File: src/rtl/spireg_pkg.sv
package spireg_pkg;
  localparam int FRAME_W = 24;
  localparam int ADDR_W  = 7;
  localparam int DATA_W  = 16;

  typedef struct packed {
    logic              rd;
    logic [ADDR_W-1:0] addr;
    logic [DATA_W-1:0] data;
  } frame_t;

  // Word to return in the next frame once a frame has committed.
  function automatic logic [FRAME_W-1:0] make_reply(frame_t f, logic [DATA_W-1:0] rdata);
    if (f.rd) return {f.rd, f.addr, rdata};
    return f;
  endfunction

  // A frame counts only if it shifted at least one whole word and ended on a word boundary.
  function automatic logic frame_whole(logic seen, logic [$clog2(FRAME_W)-1:0] cnt);
    return seen && (cnt == '0);
  endfunction
endpackage

File: src/rtl/spireg_sync.sv
module spireg_sync #(
  parameter int             W      = 4,
  parameter int             STAGES = 2,
  parameter logic [W-1:0]   INIT   = '0
) (
  input  logic         clk,
  input  logic         rst_n,
  input  logic [W-1:0] d_in,
  output logic [W-1:0] d_sync,
  output logic [W-1:0] d_rise,
  output logic [W-1:0] d_fall
);
  logic [W-1:0] pipe [STAGES+1];

  always_ff @(posedge clk or negedge rst_n) begin
    if (!rst_n) begin
      for (int k = 0; k <= STAGES; k++) pipe[k] <= INIT;
    end else begin
      pipe[0] <= d_in;
      for (int k = 1; k <= STAGES; k++) pipe[k] <= pipe[k-1];
    end
  end

  assign d_sync = pipe[STAGES-1];
  assign d_rise = pipe[STAGES-1] & ~pipe[STAGES];
  assign d_fall = ~pipe[STAGES-1] & pipe[STAGES];
endmodule

File: src/rtl/spireg_shifter.sv
module spireg_shifter #(
  parameter int FW = 24,
  localparam int CW = $clog2(FW)
) (
  input  logic          clk,
  input  logic          rst_n,
  input  logic          load,
  input  logic [FW-1:0] load_val,
  input  logic          shift,
  input  logic          bit_in,
  output logic [FW-1:0] word,
  output logic [CW-1:0] bit_cnt,
  output logic          seen
);
  always_ff @(posedge clk or negedge rst_n) begin
    if (!rst_n) begin
      word    <= '0;
      bit_cnt <= '0;
      seen    <= 1'b0;
    end else if (load) begin
      word    <= load_val;
      bit_cnt <= '0;
      seen    <= 1'b0;
    end else if (shift) begin
      word    <= {word[FW-2:0], bit_in};
      bit_cnt <= (bit_cnt == CW'(FW-1)) ? '0 : bit_cnt + 1'b1;
      seen    <= 1'b1;
    end
  end
endmodule

File: src/rtl/spireg_bank.sv
module spireg_bank #(
  parameter int NREG = 8,
  parameter int AW   = 7,
  parameter int DW   = 16,
  localparam int IW  = (NREG > 1) ? $clog2(NREG) : 1
) (
  input  logic          clk,
  input  logic          rst_n,
  input  logic          wr_en,
  input  logic [AW-1:0] wr_addr,
  input  logic [DW-1:0] wr_data,
  input  logic [AW-1:0] rd_addr,
  output logic [DW-1:0] rd_data
);
  logic [DW-1:0] regs [NREG];

  for (genvar g = 0; g < NREG; g++) begin : g_reg
    always_ff @(posedge clk or negedge rst_n) begin
      if (!rst_n)                                 regs[g] <= '0;
      else if (wr_en && (wr_addr == AW'(g)))      regs[g] <= wr_data;
    end
  end

  always_comb begin
    rd_data = '0;
    if (rd_addr < AW'(NREG)) rd_data = regs[rd_addr[IW-1:0]];
  end
endmodule

File: src/rtl/spireg_top.sv
module spireg_top
  import spireg_pkg::*;
#(
  parameter int NREG        = 8,
  parameter int SYNC_STAGES = 2
) (
  input  logic clk,
  input  logic rst_n,
  input  logic spi_sel,
  input  logic cs_n,
  input  logic sclk,
  input  logic sdi,
  output logic sdo,
  output logic sdo_oe
);
  localparam int CW = $clog2(FRAME_W);

  logic [3:0] pin_s, pin_r, pin_f;
  logic en, cs_s, sdi_s;
  logic frame_start, frame_end, frame_ok, shift_evt;
  logic [FRAME_W-1:0] word, reply_q;
  logic [CW-1:0] bit_cnt;
  logic seen;
  frame_t cmd;
  logic [DATA_W-1:0] rd_data;

  spireg_sync #(.W(4), .STAGES(SYNC_STAGES), .INIT(4'b0100)) sync_i (
    .clk(clk), .rst_n(rst_n), .d_in({spi_sel, cs_n, sclk, sdi}),
    .d_sync(pin_s), .d_rise(pin_r), .d_fall(pin_f)
  );

  assign en          = pin_s[3];
  assign cs_s        = pin_s[2];
  assign sdi_s       = pin_s[0];
  assign frame_start = en & pin_f[2];
  assign frame_end   = en & pin_r[2];
  assign shift_evt   = en & ~cs_s & pin_r[1];

  spireg_shifter #(.FW(FRAME_W)) shift_i (
    .clk(clk), .rst_n(rst_n), .load(frame_start), .load_val(reply_q),
    .shift(shift_evt), .bit_in(sdi_s), .word(word), .bit_cnt(bit_cnt), .seen(seen)
  );

  assign cmd      = frame_t'(word);
  assign frame_ok = frame_end & frame_whole(seen, bit_cnt);

  spireg_bank #(.NREG(NREG), .AW(ADDR_W), .DW(DATA_W)) bank_i (
    .clk(clk), .rst_n(rst_n), .wr_en(frame_ok & ~cmd.rd), .wr_addr(cmd.addr),
    .wr_data(cmd.data), .rd_addr(cmd.addr), .rd_data(rd_data)
  );

  always_ff @(posedge clk or negedge rst_n) begin
    if (!rst_n)        reply_q <= '0;
    else if (frame_ok) reply_q <= make_reply(cmd, rd_data);
  end

  assign sdo_oe = en & ~cs_s;
  assign sdo    = sdo_oe & word[FRAME_W-1];
endmodule

File: config.mk
export PLATFORM = sky130hd
export DESIGN_NAME = spireg_top
export DESIGN_NICKNAME = d
export VERILOG_FILES = /design/src/rtl/spireg_pkg.sv /design/src/rtl/spireg_sync.sv /design/src/rtl/spireg_shifter.sv /design/src/rtl/spireg_bank.sv /design/src/rtl/spireg_top.sv
export SDC_FILE = /design/constraint.sdc
export NUM_CORES = 1
export LEC_CHECK = 0
export ABC_AREA = 1
export ABC_CLOCK_PERIOD_IN_PS = 3530
export BUFFER_PORTS_ARGS = -buffer_cell sky130_fd_sc_hd__buf_2
export CAP_MARGIN = 0
export CORE_MARGIN = 3
export CORE_UTILIZATION = 68
export CTS_CLUSTER_DIAMETER = 120
export DETAILED_ROUTE_END_ITERATION = 7
export PLACE_DENSITY_LB_ADDON = 0.25
export SYNTH_ARGS = -nofsm -noshare
export SYNTH_HDL_FRONTEND = slang
export SYNTH_SLANG_ARGS = --single-unit
File: constraint.sdc
create_clock -name clk -period 3.53 [get_ports clk]
set_input_delay 0.353 -clock clk [delete_from_list [all_inputs] [get_ports clk]]
set_output_delay 0.353 -clock clk [all_outputs]
set_load 0.05 [all_outputs]
# == Word-level counts from Yosys, hierarchy flattened ==
# Cells that the tools add are included.
# op_classes
add_sub_neg,1
n_lt_le_gt_ge,2
n_eq_ne,8
mux,15
bitwise,14
n_reduce_logical,12
# op_table
op,count
two-way mux 24 bit,4
binary-select mux 16 bit (select 3 bit),1
two-way mux 16 bit,3
"== test 7 x 3 -> 1 bit, second input constant",4
two-way mux 5 bit,3
"== test 7 x 2 -> 1 bit, second input constant",2
logical AND 1 bit,9
AND 1 bit,7
"== test 7 x 1 -> 1 bit, second input constant",1
zero test 7 bit,1
"less-than comparator 7 x 4 -> 1 bit, second input constant",1
AND 3 bit,2
inverter 3 bit,2
"adder 5 x 1 -> 5 bit, second input constant",1
"== test 5 bit, second input constant",1
zero test 5 bit,1
">= comparator 4 bit, second input constant",1
two-way mux 1 bit,4
inverter 3 -> 4 bit,1
inverter 1 bit,2
nonzero test 2 bit,1
# totals
ff_bits,193
in_bits,6
out_inout_bits,2
word_cells,67

# == Depth between registers and ports, before layout ==
# logic_depth
word_depth,7
depth_mapped,12
mapped_depth_nobuf,9

# == By module ==
# From an unflattened synthesis, not the netlist that was laid out.
# hier_totals
hier_cells,1306
area_unflattened_um2,9973.3
# by_module_without_submodules
mod,n_inst,cells_per_inst,area_each_um2
spireg_bank,1,967,6940.4
spireg_shifter,1,167,1346.3
spireg_top,1,140,1292.5
spireg_sync,1,32,394.1

# == Worst setup path before layout ==
# Ideal clock, no wire load.
# synth_timing
path_kind,reg-to-output
from,"register sync_i.pipe, in the netlist sync_i.d_sync[2]"
to,output port sdo
arrival_ps,1623
setup_slack_ps,1554
path_stages_with_launch,4
path_buffers,0
path_cell_list,dfstp_2 nor2_2 inv_1 nor2_1
# synth_between
elab_chain_cells,3
# synth_lines
item,line_no,text
"start, declared",spireg_sync.sv:13,logic [W-1:0] pipe [STAGES+1];
inverter 1 bit,spireg_top.sv:57,assign sdo_oe = en & ~cs_s;
AND 1 bit,spireg_top.sv:57,
named net sdo_oe,spireg_top.sv:14,output logic sdo_oe
AND 1 bit,spireg_top.sv:58,assign sdo = sdo_oe & word[FRAME_W-1];
"end, declared",spireg_top.sv:13,"output logic sdo,"
# The timed path passes the listed nets, and every way through them passes these cells.

# == Worst setup path after layout ==
# layout_timing
from,register shift_i.word[16]
to,register bank_i.regs[102] (netlist name)
# layout_between
elab_chain_cells,2
# layout_lines
item,line_no,text
"start, declared",spireg_shifter.sv:11,"output logic [FW-1:0] word,"
"start signal, assigned",spireg_shifter.sv:21,word <= load_val;
"start signal, assigned",spireg_shifter.sv:25,"word <= {word[FW-2:0], bit_in};"
== test 7 x 1 -> 1 bit,spireg_bank.sv:20,else if (wr_en && (wr_addr == AW'(g))) regs[g] <= wr_data;
logical AND 1 bit,spireg_bank.sv:20,
"end signal, assigned by index",spireg_bank.sv:20,
"end, declared",spireg_bank.sv:15,logic [DW-1:0] regs [NREG];
# No other way between the ends.
# A chain may end at the register's enable or synchronous reset.

==> flow_summary.json <==
{
  "crit_path_end_kind": "flop",
  "start_kind": "flop",
  "portBuffers": 7,
  "max_slew_margin": 0.4354,
  "p_leak_nw": 5.532,
  "drv_cap": 0,
  "min_path_cells": 1,
  "dieArea_um2": 15630,
  "cts_buffers": 17,
  "cp_data_required_time_ps": 3910,
  "fin_tns_setup_ps": 0,
  "num-fill-cells": 1028,
  "die_x_um": 125.0,
  "synth_top_cell_by_area": "dfrtp_1",
  "finalSetupViolations": 0,
  "tritoncts": "built",
  "synth_area_leaders": "dfrtp_1, nand2_1, nand4_1",
  "cp_max_fo": 36,
  "htreeDepth": 4,
  "cts-resized-gates": 0,
  "vias": 8619,
  "grt_pass1_vias": 7878,
  "drt_iter0_markers": 1220,
  "hold_path.startpoint": "cs_n",
  "clock_latency_ps": 450,
  "min_to": "sync_i.pipe[10]",
  "pre_cts_ws_ps": 1016,
  "drc": 0,
  "r2r-start": "shift_i.word[16]",
  "grt_max_degree": 75,
  "die_y_um": 125.0,
  "cts-root-buf": "clkbuf_16",
  "grt_use_total": 0.3304,
  "ys_seq_elements": 192,
  "status": "finished clean",
  "grt.overflow.total": 0,
  "synth_area_per_cell_um2": 7.518,
  "ys_seq_area_frac": 0.4993,
  "final_hold_viol_count": 0,
  "viasPerCell": 6.044,
  "wire_per_inst_um": 18.00,
  "ir_drop_v": 0.0003681,
  "clock.fmax_mhz": 371.4,
  "slew_violations": 0,
  "antennaDiodeCount": 0,
  "antenna_found_initial": 0,
  "worstPathArrival_ps": 3070,
  "rsz0062_at_grt": "no",
  "io_pins": 8,
  "start_util": 0.7103,
  "period_needed_ps": 2693,
  "yosys_warnings": 0,
  "synth.distinct_cells": 31,
  "synth_fp_nets": 1289,
  "fin_ws_ps": 837.4,
  "drt_first_pass_iters": 8,
  "grt_pass1_wl_mm": 41.19,
  "reg2regPathDepth": 6,
  "hp-class": "input pin to flop",
  "synth_cells": 1281,
  "nets": 1245,
  "synth_top_area_share": 0.4911,
  "core_area_um2": 13560,
  "place_congestion": 0.9219,
  "cp-startpoint": "shift_i.word[16]",
  "core.rowCount": 42,
  "syn_area_um2": 9630,
  "layout-drive-gt1-share": 0.07440,
  "wl_mm": 25.67,
  "crit_type": "flop to flop",
  "powerDensity_nw_per_um2": 438.6,
  "fin_crit_sh": 0.7628,
  "postRouteAntennaNets": 0,
  "clockBufferDepth": 2,
  "clkSinkCount": 192,
  "tightest_slew_ps": 847.0,
  "r2r_slack_ps": 840,
  "r2r-end": "bank_i.regs[102]",
  "skew_ps": 14.43,
  "place_hpwl_mm": 15.48,
  "path_clk_slew_ps": 70,
  "area_growth_pct": 5.184
}
==> cells by family (layout without fill, tap and decap cells) <==
| family | count (synthesis) | after routing | synth area share |
|---|---|---|---|
| buffers and inverters | 147 | 116 | 0.07107 |
| DFF | 192 | 192 | 0.4993 |
| adders and majority gates | 2 | 2 | 0.002598 |
| AOI/OAI and AO/OA | 102 | 102 | 0.06106 |
| xor gates and xnor gates | 1 | 1 | 0.0009096 |
| and+or+nand+nor | 837 | 837 | 0.3651 |
==> worst max path at each step <==
stage / endpoint / cells after the start
2_1_floorplan: sdo / 3
3_3_place_gp: bank_i.regs[107] / 6
3_5_place_dp: bank_i.regs[102] / 6
4_1_cts: bank_i.regs[102] / 6
5_1_grt: bank_i.regs[102] / 6
6_report: bank_i.regs[102] / 6
==> timing repair <==
action | in CTS | in global routing
buffers inserted | 0 | 0
endpoints found under the hold margin | 69 | 0
hold buffers | 1 | 0
==> through the flow <==
stage / area (um^2) / total power [mW] / util / std cells / hold slack, ps
floorplan: 9630 / 2.509 / - / 1281 / 57.41
global placement: 9564 / 2.619 / 0.7054 / 1393 / 335.6
detailed placement: 9564 / 2.627 / 0.7054 / 1393 / 337.9
CTS: 10130 / 4.448 / 0.7471 / 1426 / 4.266
global route: 10130 / 4.568 / 0.7471 / 1426 / 4.171
finish: 10130 / 4.443 / 0.7471 / 1426 / 11.38
==> where the power goes <==
group / internal [mW] / switching (mW)
Combinational: 0.0556 / 0.263
Clock: 0.996 / 0.853
Sequential: 2.24 / 0.0384
Total: 3.29 / 1.15
==> cell type report <==
type | count | area [um^2] | share of cell area
Timing Repair Buffer | 26 | 188.9 | 0.01865
Multi-Input combinational cell | 942 | 4138 | 0.4085
Tap cell | 176 | 220.2 | 0.02174
Clock buffer | 20 | 446.7 | 0.04410
Clock inverter | 12 | 108.9 | 0.01075
Inverter | 58 | 217.7 | 0.02149
Sequential cell | 192 | 4810 | 0.4748
==> Yosys cell counts, drive strengths merged <==
cell,number
dfstp,3
o211ai,6
o22ai,2
o21ai,75
nand3b,1
nand4,71
clkbuf,24
dfrtp,189
nor3,2
clkinv,2
ha,2
a21oi,3
buf,65
xor2,1
nand3,11
nor2,74
nand2,678
inv,56
o221ai,16
==> sequential cells by signal (all words and copies together) (netlist names) <==
signal and cells:
reply_q 24, bank_i.regs 128, shift_i.seen 1, shift_i.word 24, sync_i.pipe 6, shift_i.bit_cnt 5, sync_i.d_sync 4
==> worst max-delay path, stage by stage (launching register included) <==
cell and delay [ps]:
dfrtp_2 800, inv_2 440, nor2_1 250, nand4_2 410, nor2_4 480, nand2_1 110, nand2_1 100
==> metal layers <==
metal | share of wire | track usage | wire (um)
met1 | 0.41 | 0.4610 | 10470
met2 | 0.45 | 0.4938 | 11490
met3 | 0.11 | 0.08827 | 2744
met4 | 0.038 | 0.1416 | 964
met5 | 0 | 0 | 0
==> cells in the final DEF (no fill, tap or decap), types with 4 or more instances in the layout <==
master       n
clkinv_2     4
nor2_2       7
buf_4       18
nand3_1      6
clkbuf_16   17
o211ai_1     6
nand2_1    676
o21ai_1     23
nand4_1     68
inv_1       49
dfrtp_1    188
inv_2        7
nor2_1      57
inv_6        4
nand3_4      4
o21ai_0     52
nor2_4      10
o221ai_1    16
buf_2        6
(Power assumes the default switching activity.)
